==> src/rtl/serr_pkg.sv <==
package serr_pkg;
  typedef enum logic [1:0] {
    KIND_READ    = 2'b00,
    KIND_POSTED  = 2'b01,
    KIND_DELAYED = 2'b10,
    KIND_RSVD    = 2'b11
  } txn_kind_e;

  typedef enum logic {
    DIR_DOWN = 1'b0,
    DIR_UP   = 1'b1
  } txn_dir_e;

  typedef enum logic {
    SIDE_PRI = 1'b0,
    SIDE_SEC = 1'b1
  } bus_side_e;

  localparam int CFG_W = 4;
  localparam int STS_W = 2;
  localparam int STS_SIG = 0;
  localparam int STS_RCV = 1;

  typedef struct packed {
    logic fwd_en;
    logic perr_sec;
    logic perr_pri;
    logic serr_en;
  } cfg_t;
endpackage

==> src/rtl/serr_parity_qual.sv <==
module serr_parity_qual
  import serr_pkg::*;
(
  input  logic       valid,
  input  logic [1:0] kind,
  input  logic       dir,
  input  logic       side,
  input  logic       perr_pri,
  input  logic       perr_sec,
  output logic       hit
);
  logic is_posted;
  logic target_side;

  always_comb begin
    is_posted   = (kind == KIND_POSTED);
    // the error must be seen on the bus the write was delivered to
    target_side = ((dir == DIR_DOWN) && (side == SIDE_SEC)) ||
                  ((dir == DIR_UP)   && (side == SIDE_PRI));
    hit         = valid && is_posted && target_side && perr_pri && perr_sec;
  end
endmodule

==> src/rtl/serr_retry_tracker.sv <==
module serr_retry_tracker #(
  parameter int CNT_W = 24
) (
  input  logic clk,
  input  logic rst_n,
  input  logic start,
  input  logic retry,
  output logic exhaust,
  output logic discard
);
  localparam logic [CNT_W-1:0] CNT_LAST = '1;

  logic [CNT_W-1:0] cnt;
  logic             armed;

  assign exhaust = armed && retry && !start && (cnt == CNT_LAST);

  always_ff @(posedge clk) begin
    if (!rst_n) begin
      cnt     <= '0;
      armed   <= 1'b0;
      discard <= 1'b0;
    end else begin
      discard <= exhaust;
      if (start) begin
        cnt   <= '0;
        armed <= 1'b1;
      end else if (exhaust) begin
        cnt   <= '0;
        armed <= 1'b0;
      end else if (armed && retry) begin
        cnt <= cnt + 1'b1;
      end
    end
  end

  assert_discard_single_R8: assert property (@(posedge clk) disable iff (!rst_n)
    discard |=> !discard);
  assert_start_rearms_R8: assert property (@(posedge clk) disable iff (!rst_n)
    start |=> (armed && cnt == '0));
  assert_idle_no_count_R8: assert property (@(posedge clk) disable iff (!rst_n)
    (!armed && !start) |=> $stable(cnt));
endmodule

==> src/rtl/serr_status_bits.sv <==
module serr_status_bits #(
  parameter int N = 2
) (
  input  logic         clk,
  input  logic         rst_n,
  input  logic [N-1:0] set,
  input  logic         clr,
  input  logic [N-1:0] clr_mask,
  output logic [N-1:0] q
);
  for (genvar i = 0; i < N; i++) begin : g_bit
    always_ff @(posedge clk) begin
      if (!rst_n)                  q[i] <= 1'b0;
      else if (set[i])             q[i] <= 1'b1;
      else if (clr && clr_mask[i]) q[i] <= 1'b0;
    end

    assert_w1c_clears_R9: assert property (@(posedge clk) disable iff (!rst_n)
      (clr && clr_mask[i] && !set[i]) |=> !q[i]);
    assert_set_wins_R9: assert property (@(posedge clk) disable iff (!rst_n)
      set[i] |=> q[i]);
  end
endmodule

==> src/rtl/bridge_serr_reporter.sv <==
module bridge_serr_reporter
  import serr_pkg::*;
#(
  parameter int RETRY_W = 24
) (
  input  logic             clk,
  input  logic             rst_n,
  input  logic             cfg_we,
  input  logic [CFG_W-1:0] cfg_wdata,
  input  logic             par_valid,
  input  logic [1:0]       par_kind,
  input  logic             par_dir,
  input  logic             par_side,
  input  logic             sec_serr_n,
  input  logic             pw_tgt_abort,
  input  logic             pw_mst_abort,
  input  logic             pw_start,
  input  logic             pw_retry,
  input  logic             sts_clr,
  input  logic [STS_W-1:0] sts_clr_mask,
  output logic             pri_serr_n,
  output logic             pw_discard,
  output logic [STS_W-1:0] sts_flags
);
  cfg_t             cfg_q;
  logic             par_hit;
  logic             retry_exhaust;
  logic             sec_prev;
  logic             sec_fall;
  logic             fwd_hit;
  logic             any_event;
  logic             drive_now;
  logic [STS_W-1:0] sts_set;

  always_ff @(posedge clk) begin
    if (!rst_n)      cfg_q <= '0;
    else if (cfg_we) cfg_q <= cfg_t'(cfg_wdata);
  end

  serr_parity_qual u_par (
    .valid    (par_valid),
    .kind     (par_kind),
    .dir      (par_dir),
    .side     (par_side),
    .perr_pri (cfg_q.perr_pri),
    .perr_sec (cfg_q.perr_sec),
    .hit      (par_hit)
  );

  serr_retry_tracker #(.CNT_W(RETRY_W)) u_retry (
    .clk     (clk),
    .rst_n   (rst_n),
    .start   (pw_start),
    .retry   (pw_retry),
    .exhaust (retry_exhaust),
    .discard (pw_discard)
  );

  // secondary input is forwarded on its falling edge only
  always_ff @(posedge clk) begin
    if (!rst_n) sec_prev <= 1'b1;
    else        sec_prev <= sec_serr_n;
  end

  always_comb begin
    sec_fall  = sec_prev && !sec_serr_n;
    fwd_hit   = sec_fall && cfg_q.fwd_en;
    any_event = par_hit || fwd_hit || pw_tgt_abort || pw_mst_abort || retry_exhaust;
    drive_now = any_event && cfg_q.serr_en;
    sts_set          = '0;
    sts_set[STS_SIG] = drive_now;
    sts_set[STS_RCV] = fwd_hit;
  end

  always_ff @(posedge clk) begin
    if (!rst_n) pri_serr_n <= 1'b1;
    else        pri_serr_n <= !drive_now;
  end

  serr_status_bits #(.N(STS_W)) u_sts (
    .clk      (clk),
    .rst_n    (rst_n),
    .set      (sts_set),
    .clr      (sts_clr),
    .clr_mask (sts_clr_mask),
    .q        (sts_flags)
  );

  assert_enable_gates_R1: assert property (@(posedge clk) disable iff (!rst_n)
    !pri_serr_n |-> $past(cfg_q.serr_en));
  assert_signaled_set_R3: assert property (@(posedge clk) disable iff (!rst_n)
    !pri_serr_n |-> sts_flags[STS_SIG]);
  assert_rcv_needs_fwd_R4: assert property (@(posedge clk) disable iff (!rst_n)
    $rose(sts_flags[STS_RCV]) |-> $past(cfg_q.fwd_en));
  assert_quiet_no_drive_R2: assert property (@(posedge clk) disable iff (!rst_n)
    (!par_valid && sec_serr_n && !pw_tgt_abort && !pw_mst_abort && !pw_retry) |=> pri_serr_n);
  assert_nonposted_quiet_R6: assert property (@(posedge clk) disable iff (!rst_n)
    (par_valid && par_kind != KIND_POSTED && sec_serr_n && !pw_tgt_abort &&
     !pw_mst_abort && !pw_retry) |=> pri_serr_n);
endmodule

==> config.mk <==
export PLATFORM = sky130hd
export DESIGN_NAME = bridge_serr_reporter
export DESIGN_NICKNAME = d
export VERILOG_FILES = /design/src/rtl/serr_pkg.sv /design/src/rtl/serr_parity_qual.sv /design/src/rtl/serr_retry_tracker.sv /design/src/rtl/serr_status_bits.sv /design/src/rtl/bridge_serr_reporter.sv
export SDC_FILE = /design/constraint.sdc
export NUM_CORES = 1
export LEC_CHECK = 0
export ABC_CLOCK_PERIOD_IN_PS = 1490
export CAP_MARGIN = 0
export CORE_MARGIN = 3
export CORE_UTILIZATION = 36
export CTS_BUF_LIST = sky130_fd_sc_hd__clkbuf_4
export CTS_CLUSTER_DIAMETER = 30
export DETAILED_ROUTE_END_ITERATION = 10
export HOLD_SLACK_MARGIN = 0.08
export PLACE_DENSITY = 0.62
export SLEW_MARGIN = 20
export SYNTH_ARGS = -nofsm -noshare
export SYNTH_HDL_FRONTEND = slang
export SYNTH_SLANG_ARGS = --single-unit
==> constraint.sdc <==
create_clock -name clk -period 1.49 [get_ports clk]
set_input_delay 0.3725 -clock clk [delete_from_list [all_inputs] [get_ports clk]]
set_output_delay 0.3725 -clock clk [all_outputs]
set_load 0.03 [all_outputs]
Word level (Yosys, flattened, before mapping)
Cells that the tools add are included.
{"block": "classes", "addsub": 1, "n_mux": 6, "bitwise_logic": 3, "n_reduce_logical": 26, "n_eq_ne": 2}
{"operator": "$add A24 B1 Y24 const B", "n": 1}
{"operator": "$eq A24 B24 Y1 const B", "n": 1}
{"operator": "$logic_and A1 B1 Y1", "n": 14}
{"operator": "$mux W1", "n": 6}
{"operator": "$reduce_bool A2 Y1", "n": 3}
{"operator": "$logic_or A1 B1 Y1", "n": 5}
{"operator": "$logic_not A1 Y1", "n": 3}
{"operator": "$not A1 Y1", "n": 3}
{"operator": "$reduce_or A3 Y1", "n": 1}
{"operator": "$eq A2 B1 Y1 const B", "n": 1}
{"block": "totals", "regBits": 34, "wordCells": 49, "inputBits": 20, "output_inout_bits": 4}

Longest topological paths before layout
{"block": "depth", "ltp_word": 12, "ltp_mapped": 7, "ltp_nobuf": 5}

Hierarchy
Synthesis repeated with hierarchy kept, for this count alone.
{"block": "unflattened", "hier_cells": 185, "hier_area_um2": 1667.8}
{"module": "serr_retry_tracker", "area_per_inst_um2": 1333.8, "cells_each": 153, "n_inst": 1, "seq_area_each_um2": 520.5}
{"module": "bridge_serr_reporter", "area_per_inst_um2": 235.2, "cells_each": 20, "n_inst": 1, "seq_area_each_um2": 120.1}
{"module": "serr_status_bits", "area_per_inst_um2": 70.1, "cells_each": 8, "n_inst": 1, "seq_area_each_um2": 40.0}
{"module": "serr_parity_qual", "area_per_inst_um2": 28.8, "cells_each": 4, "n_inst": 1, "seq_area_each_um2": 0.0}

Worst setup path before layout
Ideal clock, no wire load.
{"block": "synth_timing", "path_type": "reg-to-reg", "startpoint": "reg u_retry.cnt[0]", "endpoint": "reg u_retry.cnt[0]", "path_stages_with_launch": 8, "setup_slack_ns": -0.128, "t_arrival_ns": 1.501, "required_time_ns": 1.373, "synth_period_minus_slack_ns": 1.618, "n_path_buf": 2, "setup_time_ns": 0.117, "path_cell_list": "dfxtp_1 ha_1 and3_1 buf_2 nand4_4 o31ai_1 buf_2 nor2_1"}
{"block": "synth_between", "elab_chain_cells": 3, "word_cells_on_any_way": 4, "cone_classes": "add/sub (1); eq/ne (1); reduce/logical (2)"}
{"item": "start: declaration", "line_no": "serr_retry_tracker.sv:13", "rtl": "logic [CNT_W-1:0] cnt;"}
{"item": "start signal: assignment", "line_no": "serr_retry_tracker.sv:32", "rtl": "cnt <= cnt + 1'b1;"}
{"item": "branches (longest 3 deep; another with $add A24 B1 Y24)"}
Several ways; the timed one is not identified.
A chain may end at the register's enable or synchronous reset.

Worst setup path after layout
{"block": "layout_timing", "startpoint": "reg u_retry.armed", "endpoint": "reg u_retry.cnt[20]"}
{"block": "layout_between", "elab_chain_cells": 4}
{"item": "start: declaration", "line_no": "serr_retry_tracker.sv:14", "rtl": "logic armed;"}
{"item": "start signal: assignment", "line_no": "serr_retry_tracker.sv:21", "rtl": "armed <= 1'b0;"}
{"item": "start signal: assignment", "line_no": "serr_retry_tracker.sv:27", "rtl": "armed <= 1'b1;"}
{"item": "start signal: assignment", "line_no": "serr_retry_tracker.sv:30", "rtl": "armed <= 1'b0;"}
{"item": "$logic_and A1 B1 Y1 *", "line_no": "serr_retry_tracker.sv:16, serr_retry_tracker.sv:31"}
{"item": "$logic_and A1 B1 Y1 (2 in a row)", "line_no": "serr_retry_tracker.sv:16", "rtl": "assign exhaust = armed && retry && !start && (cnt == CNT_LAST);"}
{"item": "$reduce_or A3 Y1 (no source line)"}
Mark *: on every way between the ends. The rest lies on a longest branch, timed or not.

==> impl_metrics.py <==
metrics = {
    "outcome": {
        "status": "finished, violations left",
        "violations": "negative setup slack",
    },
    "drt": {
        "drc": 0,
        "drt-vias-per-instance": 5.40,
        "first_pass_iters": 4,
        "ant_nets": 0,
        "first_iter_violations": 84,
        "wl_um": 4870,
        "vias": 1643,
        "routedWlPerCell_um": 16.0,
    },
    "floorplan": {
        "placementRows": 23,
        "die_x_um": 71.4,
        "dieHeight_um": 71.4,
        "die_area_mm2": 0.00509,
        "coreArea_mm2": 0.00406,
        "ioPinCount": 24,
        "start_util": 0.379,
    },
    "setup_path": {
        "critPathKind": "reg2reg",
        "reg2reg_to": "u_retry.cnt[20]$_SDFFE_PP0P_",
        "crit_path_start_kind": "register",
        "crit_path_max_fanout": 4,
        "r2r_start": "u_retry.armed$_SDFFE_PN0P_",
        "reg2reg_slack_ps": -210,
        "rr_worst_depth": 5,
        "cp-end-kind": "register",
        "cp.arrival_ps": 1980,
        "critPathRequiredTime_ps": 1770,
    },
    "global_route": {
        "gr-total-overflow": 0,
        "grt_max_degree": 11,
        "grt_pass1_vias": 1623,
        "antenna_found_initial": 0,
        "grt_pass1_wl_um": 7450,
        "grt_use_total": 0.187,
    },
    "power": {
        "pwr_density_cell_mw_per_mm2": 640,
        "leakage_nw": 0.962,
        "irDropWorstVdd_uv": 420,
    },
    "synthesis": {
        "yosysSeqAreaShare": 0.443,
        "syn-num-nets": 195,
        "syn_area_mm2": 0.00154,
        "synthTopCellsByArea": "dfxtp_1, a21oi_1, nor2_1",
        "synth_warnings": 0,
        "synth-seq-cells": 34,
        "netlist.area_leader.share": 0.443,
        "yosysTopAreaCell": "dfxtp_1",
        "ys_types": 31,
        "avgSynthCellArea_um2": 8.84,
        "postSynthCellCount": 174,
    },
    "clock_tree": {
        "cts.sinks": 34,
        "clkLatencyLatePin_ps": 350,
        "numCtsBuffers": 5,
        "clkTransAtPathRegs_ps": 120,
        "tritoncts": "done",
        "clk_path_buf_depth": 2,
        "cts_hold_buf": 0,
        "cts-root-buf": "clkbuf_4",
        "cts-htree-levels": 2,
    },
    "timing": {
        "setup_viol": 27,
        "final-hold-violation-count": 0,
        "fin_setup_tns_ps": -3750,
        "min_period_over_period": 1.14,
        "slew_violations": 0,
        "tightest_slew_ps": 500,
        "fin_crit_ps": 1700,
        "max_freq_mhz": 587,
        "finalClockSkew_ps": 15.9,
        "final.hold.worst_slack_ps": 458,
        "rsz0062_at_grt": "true",
        "setup_ws_ps": -213,
        "max_slew_margin": 0.666,
    },
    "place": {
        "hpwl_um": 3100,
        "gp_congestion": 0.784,
        "place_inst": 284,
        "io_buffers": 23,
    },
    "cells_and_area": {
        "drive_gt1_frac": 0.425,
        "fin_nets": 274,
        "area_growth_pct": 64.0,
        "diodes": 0,
        "fillCellCount": 316,
        "mostFrequentLayoutCell": "buf_4",
        "fin_cells": 304,
        "final_cell_mix": "buf_4, dfxtp_1, clkdlybuf4s50_1",
    },
    "hold_path": {
        "hold_path_end": "pri_serr_n$_SDFF_PN1_",
        "worstHoldStart": "cfg_q[0]$_SDFFE_PN0P_",
        "min_delay_path_depth": 1,
        "worstHoldPathType": "reg2reg",
    },
    "run": {
        "drv_cap": 0,
    },
}
## state kept, by name, indices dropped and copies added, names as in the netlist
register / cells
u_retry.cnt: 24
cfg_q: 4
u_sts.q: 2
pri_serr_n: 1
sec_prev: 1
u_retry.armed: 1
u_retry.discard: 1
## where the power goes
group	switching (W)	internal (W)	leakage [nW]
registers	0.00000944	0.000923	0.277
logic	0.0000683	0.0000965	0.652
clock network	0.000322	0.000196	0.0331
## final cells by class
type | instances | area (µm²) | share of cell area
Inverter | 3 | 11.3 | 0.00446
Clock buffer | 6 | 45.0 | 0.0179
Multi-Input combinational cell | 130 | 1010 | 0.400
Sequential cell | 34 | 683 | 0.271
Clock inverter | 2 | 8.76 | 0.00347
Tap cell | 50 | 62.6 | 0.0248
Timing Repair Buffer | 79 | 702 | 0.278
## worst max path at each step
stage	slack, ps	start	end
3_5_place_dp	-590	pw_retry	u_retry.cnt[18]$_SDFFE_PP0P_
6_report	-210	u_retry.armed$_SDFFE_PN0P_	u_retry.cnt[20]$_SDFFE_PP0P_
5_1_grt	-270	u_retry.cnt[1]$_SDFFE_PP0P_	u_retry.cnt[20]$_SDFFE_PP0P_
2_1_floorplan	-20	u_retry.cnt[0]$_SDFFE_PP0P_	u_retry.cnt[14]$_SDFFE_PP0P_
3_3_place_gp	-520	pw_retry	pri_serr_n$_SDFF_PN1_
4_1_cts	-180	u_retry.cnt[1]$_SDFFE_PP0P_	u_retry.cnt[16]$_SDFFE_PP0P_
## critical path: stages, from the launching register on
cell     delay [ps]
dfxtp_1         440
and3_4          240
nand4_4         130
buf_6           170
or4_4           480
a21oi_2         160
## Yosys cell counts (all sizes together)
cell and number:
dfxtp 34, nor2 19, a21oi 15, nand2 11
nand3 11, nand4 9, o31ai 9, or4 8
xor2 8, o21ai 7, buf 6, and4 5
or3 5, and3 4, mux2i 4, inv 3
xnor2 3, nand2b 2, nor2b 2, nor4 2
a21boi 1, and3b 1, clkbuf 1, ha 1
nor3 1, o211ai 1, o31a 1
## per-stage QoR
stage / setup slack, ps / instance area, µm² / total power (W) / utilization
2_1_floorplan: -20.3 / 1560 / 0.00100 / -
3_3_place_gp: -520 / 2120 / 0.00108 / 0.524
3_5_place_dp: -591 / 2120 / 0.00109 / 0.524
4_1_cts: -178 / 2410 / 0.00160 / 0.594
5_1_grt: -267 / 2520 / 0.00167 / 0.622
6_report: -213 / 2520 / 0.00161 / 0.622
## routing by layer
layer | wire length, µm | vias up | GRT usage
met5 | 0 | - | 0
met4 | 111 | 0 | 0.0710
li1 | - | 799 | -
met3 | 176 | 12 | 0.0463
met1 | 1870 | 800 | 0.211
met2 | 2710 | 32 | 0.335
## kinds of logic after synthesis
family | count (synthesis) | synth area share
multiplexers | 4 | 0.0260
AND/OR/NAND/NOR | 80 | 0.295
buffers and inverters | 10 | 0.0350
adder cells (fa/ha/maj) | 1 | 0.00814
AO/OA/AOI/OAI | 34 | 0.131
flip-flops | 34 | 0.443
XOR/XNOR | 11 | 0.0627
## timing repair
item,4_1_cts,5_1_grt
buffers inserted,11,2
pin swaps,28,12
gates cloned,1,0
endpoints found under the setup margin,31,31
resized for setup,44,32
(Power assumes the default switching activity.)
